### config.mk
export PLATFORM = sky130hd
export DESIGN_NAME = pcd_divider
export DESIGN_NICKNAME = d
export VERILOG_FILES = /design/src/rtl/pcd_pkg.sv /design/src/rtl/pcd_period_ctr.sv /design/src/rtl/pcd_phase_tap.sv /design/src/rtl/pcd_run_detect.sv /design/src/rtl/pcd_divider.sv
export SDC_FILE = /design/constraint.sdc
export NUM_CORES = 1
export LEC_CHECK = 0
export BUFFER_PORTS_ARGS = -buffer_cell sky130_fd_sc_hd__buf_2
export CAP_MARGIN = 5
export CORE_MARGIN = 5
export CORE_UTILIZATION = 50
export DETAILED_ROUTE_END_ITERATION = 16
export PLACE_DENSITY = 0.79
export SYNTH_ARGS = -nofsm -noshare
export SYNTH_HDL_FRONTEND = slang
export SYNTH_HIERARCHICAL = 1
export SYNTH_SLANG_ARGS = --single-unit
### constraint.sdc
create_clock -name clk -period 7.5 [get_ports clk]
set_clock_uncertainty 0.15 [all_clocks]
set_input_delay 0 -clock clk [delete_from_list [all_inputs] [get_ports clk]]
set_output_delay 0 -clock clk [all_outputs]
set_load 0.005 [all_outputs]
### src/rtl/pcd_pkg.sv
package pcd_pkg;
  localparam int PCD_SHIFT_W = 2;
  localparam int PCD_TAPS    = (1 << PCD_SHIFT_W) - 1;

  typedef struct packed {
    logic                   en;
    logic                   flip;
    logic [PCD_SHIFT_W-1:0] shift;
  } phase_ctl_t;
endpackage

### src/rtl/pcd_period_ctr.sv
module pcd_period_ctr #(
  parameter int CODE_W    = 7,
  parameter int RESET_DIV = 32,
  localparam int DIV_W    = CODE_W + 1
) (
  input  logic              clk,
  input  logic              rst_n,
  input  logic              tick,
  input  logic [CODE_W-1:0] code,
  output logic [DIV_W-1:0]  div_q,
  output logic              main_lvl
);
  localparam logic [DIV_W-1:0] MAX_DIV = DIV_W'(1 << CODE_W);
  localparam logic [DIV_W-1:0] ONE     = DIV_W'(1);

  logic [DIV_W-1:0] cnt;
  logic [DIV_W-1:0] next_div;
  logic [DIV_W-1:0] half;
  logic             last;

  // code zero stands for the largest divisor
  assign next_div = (code == '0) ? MAX_DIV : {1'b0, code};
  assign last     = (cnt == div_q - ONE);
  assign half     = div_q >> 1;

  always_ff @(posedge clk or negedge rst_n) begin
    if (!rst_n) begin
      div_q <= DIV_W'(RESET_DIV);
      cnt   <= '0;
    end else if (tick) begin
      if (last) begin
        cnt   <= '0;
        div_q <= next_div;
      end else begin
        cnt <= cnt + ONE;
      end
    end
  end

  assign main_lvl = (div_q == ONE) ? tick : (cnt < half);
endmodule

### src/rtl/pcd_phase_tap.sv
module pcd_phase_tap
  import pcd_pkg::*;
(
  input  logic       clk,
  input  logic       rst_n,
  input  logic       tick,
  input  logic       main_lvl,
  input  logic       single,
  input  phase_ctl_t ctl,
  output logic       phase_lvl
);
  logic [PCD_TAPS-1:0]   hist;
  logic [PCD_TAPS:0]     taps;
  logic [PCD_SHIFT_W-1:0] eff_shift;
  logic                  raw;

  // stage 0 holds the level of the previous input clock
  always_ff @(posedge clk or negedge rst_n) begin
    if (!rst_n)     hist[0] <= 1'b0;
    else if (tick)  hist[0] <= main_lvl;
  end

  for (genvar g = 1; g < PCD_TAPS; g++) begin : g_stage
    always_ff @(posedge clk or negedge rst_n) begin
      if (!rst_n)    hist[g] <= 1'b0;
      else if (tick) hist[g] <= hist[g-1];
    end
  end

  assign taps      = {hist, main_lvl};
  assign eff_shift = single ? '0 : ctl.shift;
  assign raw       = taps[eff_shift];

  always_comb begin
    if (!ctl.en)     phase_lvl = 1'b0;
    else if (single) phase_lvl = main_lvl;
    else             phase_lvl = raw ^ ctl.flip;
  end
endmodule

### src/rtl/pcd_run_detect.sv
module pcd_run_detect (
  input  logic clk,
  input  logic rst_n,
  input  logic tick,
  output logic running
);
  always_ff @(posedge clk or negedge rst_n) begin
    if (!rst_n)    running <= 1'b0;
    else if (tick) running <= 1'b1;
  end
endmodule

### src/rtl/pcd_divider.sv
module pcd_divider
  import pcd_pkg::*;
#(
  parameter int CODE_W    = 7,
  parameter int RESET_DIV = 32
) (
  input  logic              clk,
  input  logic              rst_n,
  input  logic              tick_en,
  input  logic [CODE_W-1:0] div_code,
  input  logic [1:0]        shift_sel,
  input  logic              phase_flip,
  input  logic              phase_en,
  output logic              div_out,
  output logic              phase_out,
  output logic              running
);
  localparam int DIV_W = CODE_W + 1;

  logic [DIV_W-1:0] div_q;
  logic             main_lvl;
  logic             single;
  phase_ctl_t       ctl;

  assign ctl    = '{en: phase_en, flip: phase_flip, shift: shift_sel};
  assign single = (div_q == DIV_W'(1));

  pcd_period_ctr #(.CODE_W(CODE_W), .RESET_DIV(RESET_DIV)) u_ctr (
    .clk(clk), .rst_n(rst_n), .tick(tick_en), .code(div_code),
    .div_q(div_q), .main_lvl(main_lvl)
  );

  pcd_phase_tap u_tap (
    .clk(clk), .rst_n(rst_n), .tick(tick_en), .main_lvl(main_lvl),
    .single(single), .ctl(ctl), .phase_lvl(phase_out)
  );

  pcd_run_detect u_run (
    .clk(clk), .rst_n(rst_n), .tick(tick_en), .running(running)
  );

  assign div_out = main_lvl;
endmodule

Word-level counts from Yosys, hierarchy flattened
Index checks and enable logic that the tools add are counted.
{"block": "word_totals", "register_bits": 20, "in_bits": 14, "output_inout_bits": 3, "wordCells": 23}
{"block": "classes", "add_sub_neg": 2, "n_lt_le_gt_ge": 2, "n_eq_ne": 2, "n_mux": 8, "bitwise": 1, "reduce_logical": 2}
{"cell": "two-way mux 8 bit", "count": 2}
{"cell": "adder 8 x 1 -> 8 bit, second input constant", "count": 1}
{"cell": "== test 8 x 1 -> 1 bit, second input constant", "count": 1}
{"cell": "== test 8 bit", "count": 1}
{"cell": "< comparator 8 x 7 -> 1 bit", "count": 1}
{"cell": "subtractor 8 x 1 -> 8 bit, second input constant", "count": 1}
{"cell": "logical NOT 7 bit", "count": 1}
{"cell": "two-way mux 1 bit", "count": 4}
{"cell": "< comparator 2 x 3 -> 1 bit, second input constant", "count": 1}
{"cell": "binary-select mux 1 bit (select 2 bit)", "count": 1}
{"cell": "two-way mux 2 bit", "count": 1}
{"cell": "AND reduction 2 bit", "count": 1}
{"cell": "XOR 1 bit", "count": 1}

Longest topological paths before layout
{"block": "logic_depth", "depth_word": 7, "depth_mapped": 11, "depth_no_buf": 11}

Cells and area by module
Netlist, hierarchy kept.
{"mod": "pcd_period_ctr", "instances": 1, "cells_each": 114, "area_each_um2": 1158.6, "seq_area_each_um2": 401.6}
{"mod": "pcd_phase_tap", "instances": 1, "cells_each": 15, "area_each_um2": 171.4, "seq_area_each_um2": 75.1}
{"mod": "pcd_run_detect", "instances": 1, "cells_each": 2, "area_each_um2": 31.3, "seq_area_each_um2": 25.0}
{"mod": "pcd_divider", "instances": 1, "cells_each": 3, "area_each_um2": 20.0, "seq_area_each_um2": 0.0}

Worst setup path before layout
No wires, ideal clock.
{"block": "synth_timing", "kind": "flip-flop to output port", "from": "register u_ctr.div_q[2]", "to": "output phase_out", "t_arrival_ns": 2.371, "slack_ns": 4.979, "stages_incl_launch_ff": 12, "n_path_buf": 0, "cell_sequence": "dfrtp_1 -> inv_1 -> ha_1 -> a21o_1 -> a21o_1 -> a211oi_1 -> o21bai_1 -> a31oi_1 -> and2b_2 -> a311oi_1 -> or3_1 -> a31oi_1"}
{"block": "synth_between", "elab_chain_cells": 7}
{"item": "start: declaration", "line": "pcd_period_ctr.sv:10", "source": "output logic [DIV_W-1:0] div_q,"}
{"item": "start signal: assignment", "line": "pcd_period_ctr.sv:28", "source": "div_q <= DIV_W'(RESET_DIV);"}
{"item": "start signal: assignment", "line": "pcd_period_ctr.sv:33", "source": "div_q <= next_div;"}
{"item": "< comparator 8 x 7 -> 1 bit / == test 8 x 1 -> 1 bit (equally long branches)", "line": "pcd_period_ctr.sv:40", "source": "assign main_lvl = (div_q == ONE) ? tick : (cnt < half);"}
{"item": "two-way mux 1 bit *", "line": "pcd_period_ctr.sv:40"}
{"item": "named net div_out", "line": "pcd_divider.sv:14", "source": "output logic div_out,"}
{"item": "binary-select mux 1 bit (select 2 bit)", "line": "pcd_phase_tap.sv:32", "source": "assign raw = taps[eff_shift];"}
{"item": "two-way mux 1 bit (not written as such)", "line": "pcd_phase_tap.sv:32"}
{"item": "XOR 1 bit", "line": "pcd_phase_tap.sv:37", "source": "else phase_lvl = raw ^ ctl.flip;"}
{"item": "two-way mux 1 bit *", "line": "pcd_phase_tap.sv:36", "source": "else if (single) phase_lvl = main_lvl;"}
{"item": "two-way mux 1 bit *", "line": "pcd_phase_tap.sv:35", "source": "if (!ctl.en) phase_lvl = 1'b0;"}
{"item": "end: declaration", "line": "pcd_divider.sv:15", "source": "output logic phase_out,"}
Mark *: on every way through the listed nets, which the timed path passes. The rest lies on a longest branch. The select of a mux whose other input is x is not followed.

Worst setup path after layout
{"block": "layout_timing", "from": "register u_ctr.div_q[2]", "to": "output phase_out"}
{"block": "layout_between", "elab_chain_cells": 7}
{"item": "< comparator 8 x 7 -> 1 bit / == test 8 x 1 -> 1 bit (equally long branches)", "line": "pcd_period_ctr.sv:40, pcd_divider.sv:26"}
{"item": "two-way mux 1 bit / two-way mux 2 bit (equally long branches)", "line": "pcd_period_ctr.sv:40, pcd_phase_tap.sv:31"}
{"item": "binary-select mux 1 bit (select 2 bit)", "line": "pcd_phase_tap.sv:32"}
{"item": "two-way mux 1 bit (not written as such)", "line": "pcd_phase_tap.sv:32"}
{"item": "XOR 1 bit", "line": "pcd_phase_tap.sv:37"}
{"item": "two-way mux 1 bit *", "line": "pcd_phase_tap.sv:36"}
{"item": "two-way mux 1 bit *", "line": "pcd_phase_tap.sv:35"}
Mark *: on every way between the ends. The rest lies on a longest branch, timed or not. The select of a mux whose other input is x is not followed.

==> summary.md <==
| Metric | Value |
|---|---|
| Outcome | finished clean |
| Total CTS buffers | 3 |
| TritonRoute pass-1 iters | 6 |
| Vias in the first global route | 1092 |
| IO Count | 17 |
| Die height | 62.56 um |
| First-pass GRT wire length | 5016 um |
| Synth area leaders | dfrtp_1 34%, ha_1 8.2%, mux2_4 7.6% |
| CP max FO | 8 |
| Count of final setup violators | 0 |
| Starting Density | 0.5097 |
| Cells after Synth | 134 |
| Multiplexer share of the synthesized area | 0.1223 |
| Inst Count DP | 178 |
| Die Span X | 62.56 um |
| Post-synthesis simple-gate area fraction | 0.1667 |
| Overall power | 294.7 uW |
| Placer congestion estimate | 0.8584 |
| Core area | 2710 sq um |
| Syn Area/Cell | 10.31 sq um |
| Largest family of logic cells by synthesized area | simple AND/OR/NAND/NOR gates |
| Final critical-path share of the clock period | 0.4243 |
| Clock Latency Late Sink | 0.29 ns |
| Count of pins over their slew limit | 0 |
| # diodes | 0 |
| CTS-repair resized insts | 0 |
| CTS H-tree depth | 1 |
| Wire length after detailed routing | 2942 um |
| Post-CTS Setup Bufs | 0 |
| Critical Path End Type | primary output |
| Total nets after synthesis | 157 |
| DP HPWL | 2128 um |
| Final Util | 0.5891 |
| Synth Cell Area | 1381 sq um |
| Synth Area in Adders | 0.08152 |
| Worst hold path class | input pin to async pin |
| Initial antenna violation count | 0 |
| Post-synth EDFFs | 0 |
| Minimum clock period | 3.182 ns |
| Crit path required time | 7.35 ns |
| XOR/XNOR share of the synthesized area | 0.07609 |
| Slowest CP cell | dfrtp_1 |
| Reg clk slew, reported paths | 0.11 ns |
| Lkg Pwr | 0.7157 nW |
| CP arrival | 3.03 ns |
| Drc violations | 0 |
| Setup TNS | 0 ns |
| Yosys warnings | 6 |
| Crit-path leading delay family | compound AO/OA/AOI/OAI gates |
| Clock Tree Root | clkbuf_4 |
| Routed length per instance | 15.40 um |
| Clock Path Buffers | 2 |
| Routed via count | 1107 |
| Most frequent cell after synthesis | dfrtp_1 |
| Post-synth top flop | dfrtp_1 |
| Most common library cells after synthesis | 19 x dfrtp_1, 11 x inv_1, 9 x ha_1 |
| 1st-iter DRT viols | 38 |
| Largest net degree at the start of global routing | 21 |
| RSZ-0062 raised after global routing | no |
| Share of layout cells above drive strength 1 | 0.2125 |
| PortBufs | 16 |
| DRT antenna net count | 0 |
| Post-CTS Hold Buffers | 9 |
| Cell variety after synth | 42 |
| F_max | 314.2 MHz |
| Total GRT Usage | 0.1529 |
| Slew headroom | 0.6379 |
| Final hold viol count | 0 |
| Worst Tran Pin Value | 0.5381 ns |
| Power Density | 184.6 nW/um^2 |
| Core Rows | 19 |
| Synth-to-layout area growth | 15.58% |
| Post-synth top area share | 0.3442 |
| CP peak stage delay | 0.48 ns |
| Vias per cell | 5.796 |
| Die area | 3914 sq um |
| Setup crit start kind | register |
| Sequential area share after synthesis | 0.3632 |
| Number of nets in the layout | 184 |
| Worst Path Class, Setup | register to primary output |
| Buf/Inv on CP | 2 |
| FF+latch count, synth | 20 |
| Maxcap violations | 0 |
| CTS tree | done |
| Clock sinks | 20 |
| Maximum VDD drop | 143.3 uV |
| Fillers | 238 |
| Cell taking the most area after synthesis | dfrtp_1 |
| Remaining Overflow, GRT | 0 |
| Synth async-reset ratio | 1.000 |
| Crit path cell chain | inv_1, ha_1, a21o_1, a21o_1, a211oi_1, o21bai_1, a31oi_1, and2b_2, a311oi_1, or3_1, a31oi_1, buf_2 |
| Compound-cell area share of the yosys netlist | 0.1458 |
| Final non-filler cell total | 191 |
==> cell usage in the layout (no fill, tap or decap), types with 4 or more instances in the layout <==
master and count:
ha_1 9, dlygate4sd3_1 9, dfrtp_1 19, inv_1 11, xor2_1 7, nand2b_1 6
mux2_4 7, nand2_1 6, nand3_1 4, o21ai_0 7, xnor2_1 5, buf_2 16
a21oi_1 5
==> per-layer routing <==
| metal | GRT usage | share of wire |
|---|---|---|
| met4 | 0.04509 | 0.0092 |
| met2 | 0.2487 | 0.48 |
| met1 | 0.2099 | 0.48 |
| met5 | 0 | 0 |
| met3 | 0.02158 | 0.030 |
==> final timing paths <==
check                                     from              to  slack [ns]  depth (start not counted)
worst max-delay path            u_ctr/div_q[2]       phase_out        4.32                         12
worst min-delay path                     rst_n   u_tap/hist[1]        0.03                          2
worst max register to register  u_ctr/div_q[0]  u_ctr/div_q[3]        4.67                          8
worst min register to register   u_run/running   u_run/running        0.32                          1
max in group asynchronous                rst_n  u_ctr/div_q[5]        6.84                          2
min in group clk                      phase_en       phase_out        0.16                          4
==> final cells by class <==
class	instances	area, sq um	share of cell area
clock buffers	4	26.28	0.01646
inverters	11	41.29	0.02586
multi-input cells	100	818.3	0.5125
flip-flops and latches	20	501.7	0.3143
well taps	31	38.79	0.02429
repair buffers	25	170.2	0.1066
==> power breakdown <==
part / total (mW) / switching [mW] / internal, mW
registers: 0.151 / 0.0285 / 0.123
clock network: 0.0512 / 0.0305 / 0.0207
logic: 0.0923 / 0.0422 / 0.0500
==> registers in the layout, indices dropped and copies added (netlist names) <==
| signal | flops |
|---|---|
| u_ctr/cnt | 8 |
| u_ctr/div_q | 8 |
| u_tap/hist | 3 |
| u_run/running | 1 |
==> cell families (layout without fill, tap and decap cells) <==
logic type | Yosys count | in the layout
simple gates | 37 | 37
compound gates | 29 | 29
flops | 20 | 20
buf+inv | 14 | 40
mux | 13 | 13
xor+xnor | 12 | 12
fa+ha+maj | 9 | 9
==> per-stage QoR <==
step           area, sq um  worst slack [ns]  hold WS (ns)
2_1_floorplan         1381             4.979       -0.4456
3_3_place_gp          1480             4.720       -0.1901
3_5_place_dp          1480             4.680       -0.1842
4_1_cts               1597             4.329       0.02323
5_1_grt               1597             4.179       0.06345
6_report              1597             4.318       0.02597
(Power assumes the default switching activity.)
